[src/rtl/spictl_pkg.sv]
package spictl_pkg;

   localparam logic [1:0] ADDR_CTRL = 2'd0;
   localparam logic [1:0] ADDR_STAT = 2'd1;
   localparam logic [1:0] ADDR_DATA = 2'd2;

   typedef struct packed {
      logic       en;
      logic       master;
      logic       cpol;
      logic       cpha;
      logic       ss_watch;
      logic       dbl;
      logic [1:0] rate;
   } ctrl_t;

   // log2 of the SCK half period in system clocks
   function automatic logic [2:0] half_exp(input logic dbl, input logic [1:0] rate);
      logic [3:0] base;
      base = (rate == 2'd3) ? 4'd7 : (4'({rate, 1'b0}) + 4'd2);
      return 3'(base - {3'b000, dbl} - 4'd1);
   endfunction

endpackage

[src/rtl/spictl_sync.sv]
module spictl_sync #(
   parameter int            W       = 1,
   parameter int            STAGES  = 2,
   parameter logic [W-1:0]  RST_VAL = '0
) (
   input  logic         clk,
   input  logic         rst_n,
   input  logic [W-1:0] d,
   output logic [W-1:0] q
);

   if (STAGES < 2) begin : g_bad_stages
      $error("spictl_sync: STAGES must be at least 2");
   end

   for (genvar i = 0; i < W; i++) begin : g_bit
      logic [STAGES-1:0] chain;
      always_ff @(posedge clk or negedge rst_n) begin
         if (!rst_n) chain <= {STAGES{RST_VAL[i]}};
         else        chain <= {chain[STAGES-2:0], d[i]};
      end
      assign q[i] = chain[STAGES-1];
   end

endmodule

[src/rtl/spictl_rate_gen.sv]
module spictl_rate_gen
   import spictl_pkg::*;
#(
   parameter int CNT_W = 7
) (
   input  logic       clk,
   input  logic       rst_n,
   input  logic       run,
   input  logic       dbl,
   input  logic [1:0] rate,
   output logic       tick
);

   if (CNT_W < 6) begin : g_bad_cnt
      $error("spictl_rate_gen: CNT_W must hold a half period of 64");
   end

   logic [CNT_W-1:0] cnt;
   logic [CNT_W-1:0] half_m1;

   assign half_m1 = CNT_W'((32'd1 << half_exp(dbl, rate)) - 32'd1);
   assign tick    = run && (cnt == half_m1);

   always_ff @(posedge clk or negedge rst_n) begin
      if (!rst_n)            cnt <= '0;
      else if (!run || tick) cnt <= '0;
      else                   cnt <= cnt + 1'b1;
   end

   // the counter restarts after every SCK edge
   p_tick_wrap_r4: assert property (@(posedge clk) disable iff (!rst_n)
      tick |=> (cnt == '0));

endmodule

[src/rtl/spictl_shift.sv]
module spictl_shift #(
   parameter int W = 8
) (
   input  logic         clk,
   input  logic         rst_n,
   input  logic         load,
   input  logic [W-1:0] load_val,
   input  logic         sample_en,
   input  logic         in_bit,
   input  logic         setup_en,
   input  logic         prime,
   output logic [W-1:0] sr_o,
   output logic         dout_o
);

   if (W < 2) begin : g_bad_w
      $error("spictl_shift: W must be at least 2");
   end

   logic [W-1:0] sr;
   logic         dout;

   always_ff @(posedge clk or negedge rst_n) begin
      if (!rst_n) begin
         sr   <= '0;
         dout <= 1'b0;
      end else if (load) begin
         sr   <= load_val;
         dout <= load_val[W-1];
      end else begin
         if (sample_en)         sr   <= {sr[W-2:0], in_bit};
         if (setup_en || prime) dout <= sr[W-1];
      end
   end

   assign sr_o   = sr;
   assign dout_o = dout;

   // the register only moves on a load or a capture edge
   p_sr_hold_r3: assert property (@(posedge clk) disable iff (!rst_n)
      (!load && !sample_en) |=> $stable(sr));

endmodule

[src/rtl/spictl_core.sv]
module spictl_core
   import spictl_pkg::*;
#(
   parameter int DATA_W      = 8,
   parameter int CNT_W       = 7,
   parameter int SYNC_STAGES = 2
) (
   input  logic              clk,
   input  logic              rst_n,
   input  logic              bus_wr,
   input  logic              bus_rd,
   input  logic [1:0]        bus_addr,
   input  logic [DATA_W-1:0] bus_wdata,
   output logic [DATA_W-1:0] bus_rdata,
   output logic              sck_o,
   output logic              mosi_o,
   input  logic              miso_i,
   input  logic              sck_i,
   input  logic              mosi_i,
   input  logic              ss_n_i,
   output logic              miso_o
);

   localparam int EC_W = $clog2(2 * DATA_W);
   localparam int BC_W = $clog2(DATA_W);
   localparam logic [EC_W-1:0] LAST_EDGE = EC_W'(2 * DATA_W - 1);
   localparam logic [BC_W-1:0] LAST_BIT  = BC_W'(DATA_W - 1);

   if (DATA_W < 8) begin : g_bad_data_w
      $error("spictl_core: DATA_W must be at least 8");
   end

   ctrl_t           ctrl;
   logic            flag, armed;
   logic            busy, phase;
   logic [EC_W-1:0] edge_cnt;
   logic [BC_W-1:0] scnt;
   logic            tick;
   logic            sck_s, mosi_s, ss_s, sck_q, ss_q;
   logic [DATA_W-1:0] sr;
   logic            dout;

   // ---------------- input synchronisation ----------------
   spictl_sync #(.W(3), .STAGES(SYNC_STAGES), .RST_VAL(3'b001)) u_sync (
      .clk   (clk),
      .rst_n (rst_n),
      .d     ({sck_i, mosi_i, ss_n_i}),
      .q     ({sck_s, mosi_s, ss_s})
   );

   always_ff @(posedge clk or negedge rst_n) begin
      if (!rst_n) begin
         sck_q <= 1'b0;
         ss_q  <= 1'b1;
      end else begin
         sck_q <= sck_s;
         ss_q  <= ss_s;
      end
   end

   // ---------------- bus decode ----------------
   logic wr_ctrl, wr_data, rd_stat, data_acc;
   assign wr_ctrl  = bus_wr && (bus_addr == ADDR_CTRL);
   assign wr_data  = bus_wr && (bus_addr == ADDR_DATA);
   assign rd_stat  = bus_rd && (bus_addr == ADDR_STAT);
   assign data_acc = (bus_rd || bus_wr) && (bus_addr == ADDR_DATA);

   logic load, start, fault;
   assign load  = wr_data && !busy;
   assign start = load && ctrl.en && ctrl.master;
   assign fault = ctrl.en && ctrl.master && ctrl.ss_watch && !ss_s;

   // ---------------- slave edge decode ----------------
   logic sck_rise, sck_fall, ss_fall, slave_act;
   logic s_lead, s_trail, s_sample, s_setup, s_prime, s_done;
   assign sck_rise  = sck_s && !sck_q;
   assign sck_fall  = !sck_s && sck_q;
   assign ss_fall   = !ss_s && ss_q;
   assign slave_act = ctrl.en && !ctrl.master && !ss_s;
   assign s_lead    = slave_act && (ctrl.cpol ? sck_fall : sck_rise);
   assign s_trail   = slave_act && (ctrl.cpol ? sck_rise : sck_fall);
   assign s_sample  = ctrl.cpha ? s_trail : s_lead;
   assign s_setup   = ctrl.cpha ? s_lead  : s_trail;
   assign s_prime   = ctrl.en && !ctrl.master && ss_fall && !ctrl.cpha;
   assign s_done    = s_sample && (scnt == LAST_BIT);

   always_ff @(posedge clk or negedge rst_n) begin
      if (!rst_n)          scnt <= '0;
      else if (!slave_act) scnt <= '0;
      else if (s_sample)   scnt <= s_done ? '0 : scnt + 1'b1;
   end

   // ---------------- master sequencing ----------------
   logic m_lead, m_trail, m_sample, m_setup, m_done;
   assign m_lead   = tick && !edge_cnt[0];
   assign m_trail  = tick && edge_cnt[0];
   assign m_sample = ctrl.cpha ? m_trail : m_lead;
   assign m_setup  = ctrl.cpha ? m_lead  : m_trail;
   assign m_done   = m_sample && (edge_cnt[EC_W-1:1] == LAST_EDGE[EC_W-1:1]);

   spictl_rate_gen #(.CNT_W(CNT_W)) u_rate (
      .clk   (clk),
      .rst_n (rst_n),
      .run   (busy),
      .dbl   (ctrl.dbl),
      .rate  (ctrl.rate),
      .tick  (tick)
   );

   always_ff @(posedge clk or negedge rst_n) begin
      if (!rst_n) begin
         busy     <= 1'b0;
         phase    <= 1'b0;
         edge_cnt <= '0;
      end else if (!ctrl.en || !ctrl.master || fault) begin
         busy     <= 1'b0;
         phase    <= 1'b0;
         edge_cnt <= '0;
      end else if (start) begin
         busy     <= 1'b1;
         phase    <= 1'b0;
         edge_cnt <= '0;
      end else if (tick) begin
         phase    <= !phase;
         edge_cnt <= edge_cnt + 1'b1;
         if (edge_cnt == LAST_EDGE) busy <= 1'b0;
      end
   end

   // ---------------- shared shift engine ----------------
   spictl_shift #(.W(DATA_W)) u_shift (
      .clk       (clk),
      .rst_n     (rst_n),
      .load      (load),
      .load_val  (bus_wdata),
      .sample_en (m_sample || s_sample),
      .in_bit    (ctrl.master ? miso_i : mosi_s),
      .setup_en  (m_setup || s_setup),
      .prime     (s_prime),
      .sr_o      (sr),
      .dout_o    (dout)
   );

   // ---------------- registers ----------------
   always_ff @(posedge clk or negedge rst_n) begin
      if (!rst_n) begin
         ctrl <= '0;
      end else begin
         if (wr_ctrl) ctrl <= ctrl_t'(bus_wdata[7:0]);
         if (fault)   ctrl.master <= 1'b0;
      end
   end

   always_ff @(posedge clk or negedge rst_n) begin
      if (!rst_n) begin
         flag  <= 1'b0;
         armed <= 1'b0;
      end else if (m_done || s_done || fault) begin
         flag  <= 1'b1;
         armed <= 1'b0;
      end else if (armed && data_acc) begin
         flag  <= 1'b0;
         armed <= 1'b0;
      end else if (rd_stat && flag) begin
         armed <= 1'b1;
      end
   end

   always_comb begin
      case (bus_addr)
         ADDR_CTRL: bus_rdata = DATA_W'(ctrl);
         ADDR_STAT: bus_rdata = DATA_W'({flag, 7'b0});
         ADDR_DATA: bus_rdata = sr;
         default:   bus_rdata = '0;
      endcase
   end

   assign sck_o  = ctrl.cpol ^ phase;
   assign mosi_o = dout;
   assign miso_o = dout;

   // ---------------- assertions ----------------
   // no clock activity outside a transfer
   p_idle_phase_r2: assert property (@(posedge clk) disable iff (!rst_n)
      !busy |-> !phase);
   // last capture edge raises the flag
   p_flag_after_last_r5: assert property (@(posedge clk) disable iff (!rst_n)
      (m_done || s_done) |=> flag);
   // the flag only falls through the read-then-access sequence
   p_flag_clear_r6: assert property (@(posedge clk) disable iff (!rst_n)
      $fell(flag) |-> $past(armed && data_acc));
   // a mode fault drops master mode and raises the flag
   p_fault_drop_r10: assert property (@(posedge clk) disable iff (!rst_n)
      fault |=> (!ctrl.master && flag && !busy));
   // a disabled block never runs
   p_no_run_disabled_r11: assert property (@(posedge clk) disable iff (!rst_n)
      !ctrl.en |=> !busy);

endmodule

[config.mk]
export PLATFORM = sky130hd
export DESIGN_NAME = spictl_core
export DESIGN_NICKNAME = d
export VERILOG_FILES = /design/src/rtl/spictl_pkg.sv /design/src/rtl/spictl_sync.sv /design/src/rtl/spictl_rate_gen.sv /design/src/rtl/spictl_shift.sv /design/src/rtl/spictl_core.sv
export SDC_FILE = /design/constraint.sdc
export NUM_CORES = 1
export LEC_CHECK = 0
export ABC_AREA = 1
export BUFFER_PORTS_ARGS = -buffer_cell sky130_fd_sc_hd__buf_2
export CAP_MARGIN = 10
export CORE_ASPECT_RATIO = 1.25
export CORE_UTILIZATION = 25
export DETAILED_ROUTE_END_ITERATION = 10
export PLACE_DENSITY_LB_ADDON = 0.2
export SYNTH_ARGS = -nofsm -noshare
export SYNTH_HDL_FRONTEND = slang
export SYNTH_SLANG_ARGS = --single-unit
[constraint.sdc]
create_clock -name clk -period 1.42 [get_ports clk]
set_input_delay 0.142 -clock clk [delete_from_list [all_inputs] [get_ports clk]]
set_output_delay 0.142 -clock clk [all_outputs]
set_load 0.1 [all_outputs]
==> results.yml <==
timing:
  drv_slew: 0
  clock.fmax_mhz: 606
  fin_crit_ps: 1650
  finalHoldWorstSlack_ps: 90.1
  rsz0062_at_grt: "true"
  timing.final.crit_share_pct: 116
  setup_viol: 25
  tightest_slew_ps: 482
  final_hold_viol_count: 0
  fin_skew_ps: 7.08
  worst_slack_ps: -229
  slew_headroom_pct: 68.1
worst_setup_path:
  path_cells: "inv_2 > nand2_4 > nor2_2 > nor2_2 > nor2_2 > nor2_4 > nand4_4 > nand2_4 > nand2_8 > nand2_8 > nand2_1 > nand2_1"
  crit_slowest_cell: "dfrtp_1"
  worst_setup_path_start_kind: "flip-flop"
  critPathMaxStageDelay_ps: 410
  cp_max_fo: 9
  crit_type: "reg -> reg"
  cp-end-kind: "flip-flop"
  crit_path_frequent_cell: "nor2_2"
  worst-path-buf-inv: 1
  cp.required_ps: 1640
  cp.arrival_ps: 1870
  cp_top_family: "simple AND/OR/NAND/NOR gates"
global_routing:
  antenna_found_initial: 0
  met2_usage_pct: 22.5
  grt_pass1_wl_um: 10200
  grt_usage_pct: 13.6
  grt-ovfl-total: 0
  grt_max_degree: 30
  grtUsageMet3_pct: 2.54
  grt_pass1_vias: 2176
  gr-max-usage-layer: "met2"
  grt_use_met1_pct: 17.9
floorplanning:
  core_area_um2: 9130
  num_io_pins: 29
  dieArea_um2: 9800
  fp.dieH_um: 110
  rows: 39
  start_util_pct: 25.8
  dieWidth_um: 88.8
yosys:
  seq_area_frac_synth_pct: 45.9
  synth-compound-area-share_pct: 10.8
  yosysMostFrequentCell: "nand2_1"
  ys_seq_elements: 43
  synthTopCellsByCount: "nand2_1, dfrtp_1, inv_1"
  yosysTopAreaCell: "dfrtp_1"
  synth.top_cell.area_share_pct: 42.6
  synth_area_um2: 2350
  synthXorXnorAreaFrac_pct: 1.49
  synth-adder-area-share_pct: 2.13
  synth_cell_types: 33
  synth_edf_count: 0
  synth.area.top_cells: "dfrtp_1, nand2_1, o21ai_0, inv_1, nand3_1"
  muxShareOfSynthArea_pct: 0
  synth.avg_cell_area_um2: 7.79
  ys_warn_count: 0
  async_flop_share_pct: 100
  synth_top_family_by_area: "simple AND/OR/NAND/NOR gates"
  yosys.area_share.simple_pct: 32.6
  synthCells: 302
  synth_flop_cell: "dfrtp_1"
  syn_nets: 324
routing:
  antenna_left: 0
  drtIter0Drc: 96
  wirelength_um: 6260
  wl_per_cell_um: 12.2
  firstDrtPassIters: 4
  route.vias.total: 2265
  via_per_inst: 4.42
  drc: 0
finish:
  syn_to_final_growth_pct: 55.8
  layout.nets: 410
  utilization_pct: 40.2
  antenna_cells: 0
  drive_gt1_share_pct: 41.9
clock_tree:
  clk_latency_ps: 280
  path_clk_slew_ps: 60
  numCtsBuffers: 5
  clockRootBuffer: "clkbuf_16"
  cts_tree: "done"
  clock_sinks: 43
  htreeDepth: 2
  clk_path_buf_depth: 2
pwr:
  p_leak_nw: 1.72
  p_total_mw: 4.82
  pwr_density_cell_nw_per_um2: 1320
  peakVddDrop_uv: 517
placed_design:
  dp_slack_ps: -200
  place_congestion: 0.800
  port_buffers: 28
  dpl.hpwl_um: 4710
job:
  maxCapViolCount: 0
worst_hold_path:
  hold_class: "in -> reg"
run_status:
  outcome: "finished with violations"
  violations: "negative setup slack"
[repair_timing]
action                     in CTS  in global routing
gates resized for setup        16                 53
hold endpoints to repair       17                  0
setup endpoints to repair      29                 33
pin swaps                       4                 20
setup buffers                   6                  6
hold buffers                    4                  0
[worst paths after layout]
check	from	to	slack [ps]	depth (start not counted)
min in group asynchronous	rst_n	u_rate.cnt[2]	320	2
max reg2reg	ctrl[0]	u_shift.sr_o[7]	-230	12
max in group asynchronous	rst_n	u_sync.g_bit[0].chain[0]	540	3
min	bus_wdata[2]	ctrl[2]	90	3
max	ctrl[0]	u_shift.sr_o[7]	-230	12
min reg2reg	u_sync.g_bit[1].chain[0]	u_sync.g_bit[1].chain[1]	350	0
[cell families after synthesis]
family,Yosys count
fa+ha+maj,4
compound gates,46
xor+xnor,4
flops,43
buf+inv,43
simple gates,162
[tightest hold or removal path, delay by kind of cell]
| kind | cells | cell delay [ps] |
|---|---|---|
| buffers and inverters | 1 | 90 |
| AO/OA/AOI/OAI | 1 | 60 |
| AND/OR/NAND/NOR | 1 | 40 |
[area by class of cell]
class / count / area (µm²)
Inverter: 39 / 146
Multi-Input combinational cell: 216 / 1370
Clock inverter: 2 / 12.5
Timing Repair Buffer: 83 / 769
Tap cell: 123 / 154
Sequential cell: 43 / 1090
Clock buffer: 6 / 129
Fill cell: 942 / 5460
[report_power, final]
part / internal, mW / total [mW] / switching (mW)
Sequential: 1.43 / 1.59 / 0.159
Clock: 0.650 / 1.13 / 0.483
Combinational: 0.789 / 2.10 / 1.31
[sequential cells by signal, indices dropped and copies added, names as in the netlist]
| register | count |
|---|---|
| edge_cnt | 4 |
| busy | 1 |
| sck_q | 1 |
| scnt | 3 |
| ctrl | 8 |
| u_rate.cnt | 7 |
| ss_q | 1 |
| flag | 1 |
| u_sync.g_bit.chain | 6 |
| u_shift.dout_o | 1 |
| u_shift.sr_o | 8 |
| armed | 1 |
| phase | 1 |
[cell usage in the layout (no fill, tap or decap), types with 3 or more instances in the layout]
master,count
buf_12,12
dfstp_2,3
a21oi_2,4
o21ai_0,10
o21ai_4,4
inv_1,27
clkbuf_16,5
nor2_4,6
buf_4,39
nor2_2,9
dfrtp_1,35
o21ai_2,6
ha_1,3
a21oi_1,3
nand4_1,3
nand3_2,3
nand2_1,85
dfrtp_2,5
buf_6,9
o21ai_1,12
nand2_4,4
nand2_2,7
xor2_1,3
nand3_1,21
buf_2,19
inv_2,12
dlygate4sd3_1,4
nor2_1,15
[metrics by stage]
| stage | std cells | cell area [µm²] | setup TNS (ps) |
|---|---|---|---|
| after CTS | 506 | 3450 | -1930 |
| after detailed placement | 488 | 3180 | -2680 |
| final | 512 | 3660 | -3290 |
| after global routing | 512 | 3660 | -5880 |
| after floorplan | 302 | 2440 | -517 |
| after global placement | 488 | 3180 | -2380 |
[layer usage]
| metal | wire, µm | vias to the layer above |
|---|---|---|
| li1 | - | 1145 |
| met1 | 2780 | 1088 |
| met2 | 3280 | 28 |
| met3 | 135 | 4 |
| met4 | 65 | 0 |
| met5 | 0 | - |
Power figures use the tool's default switching activity.
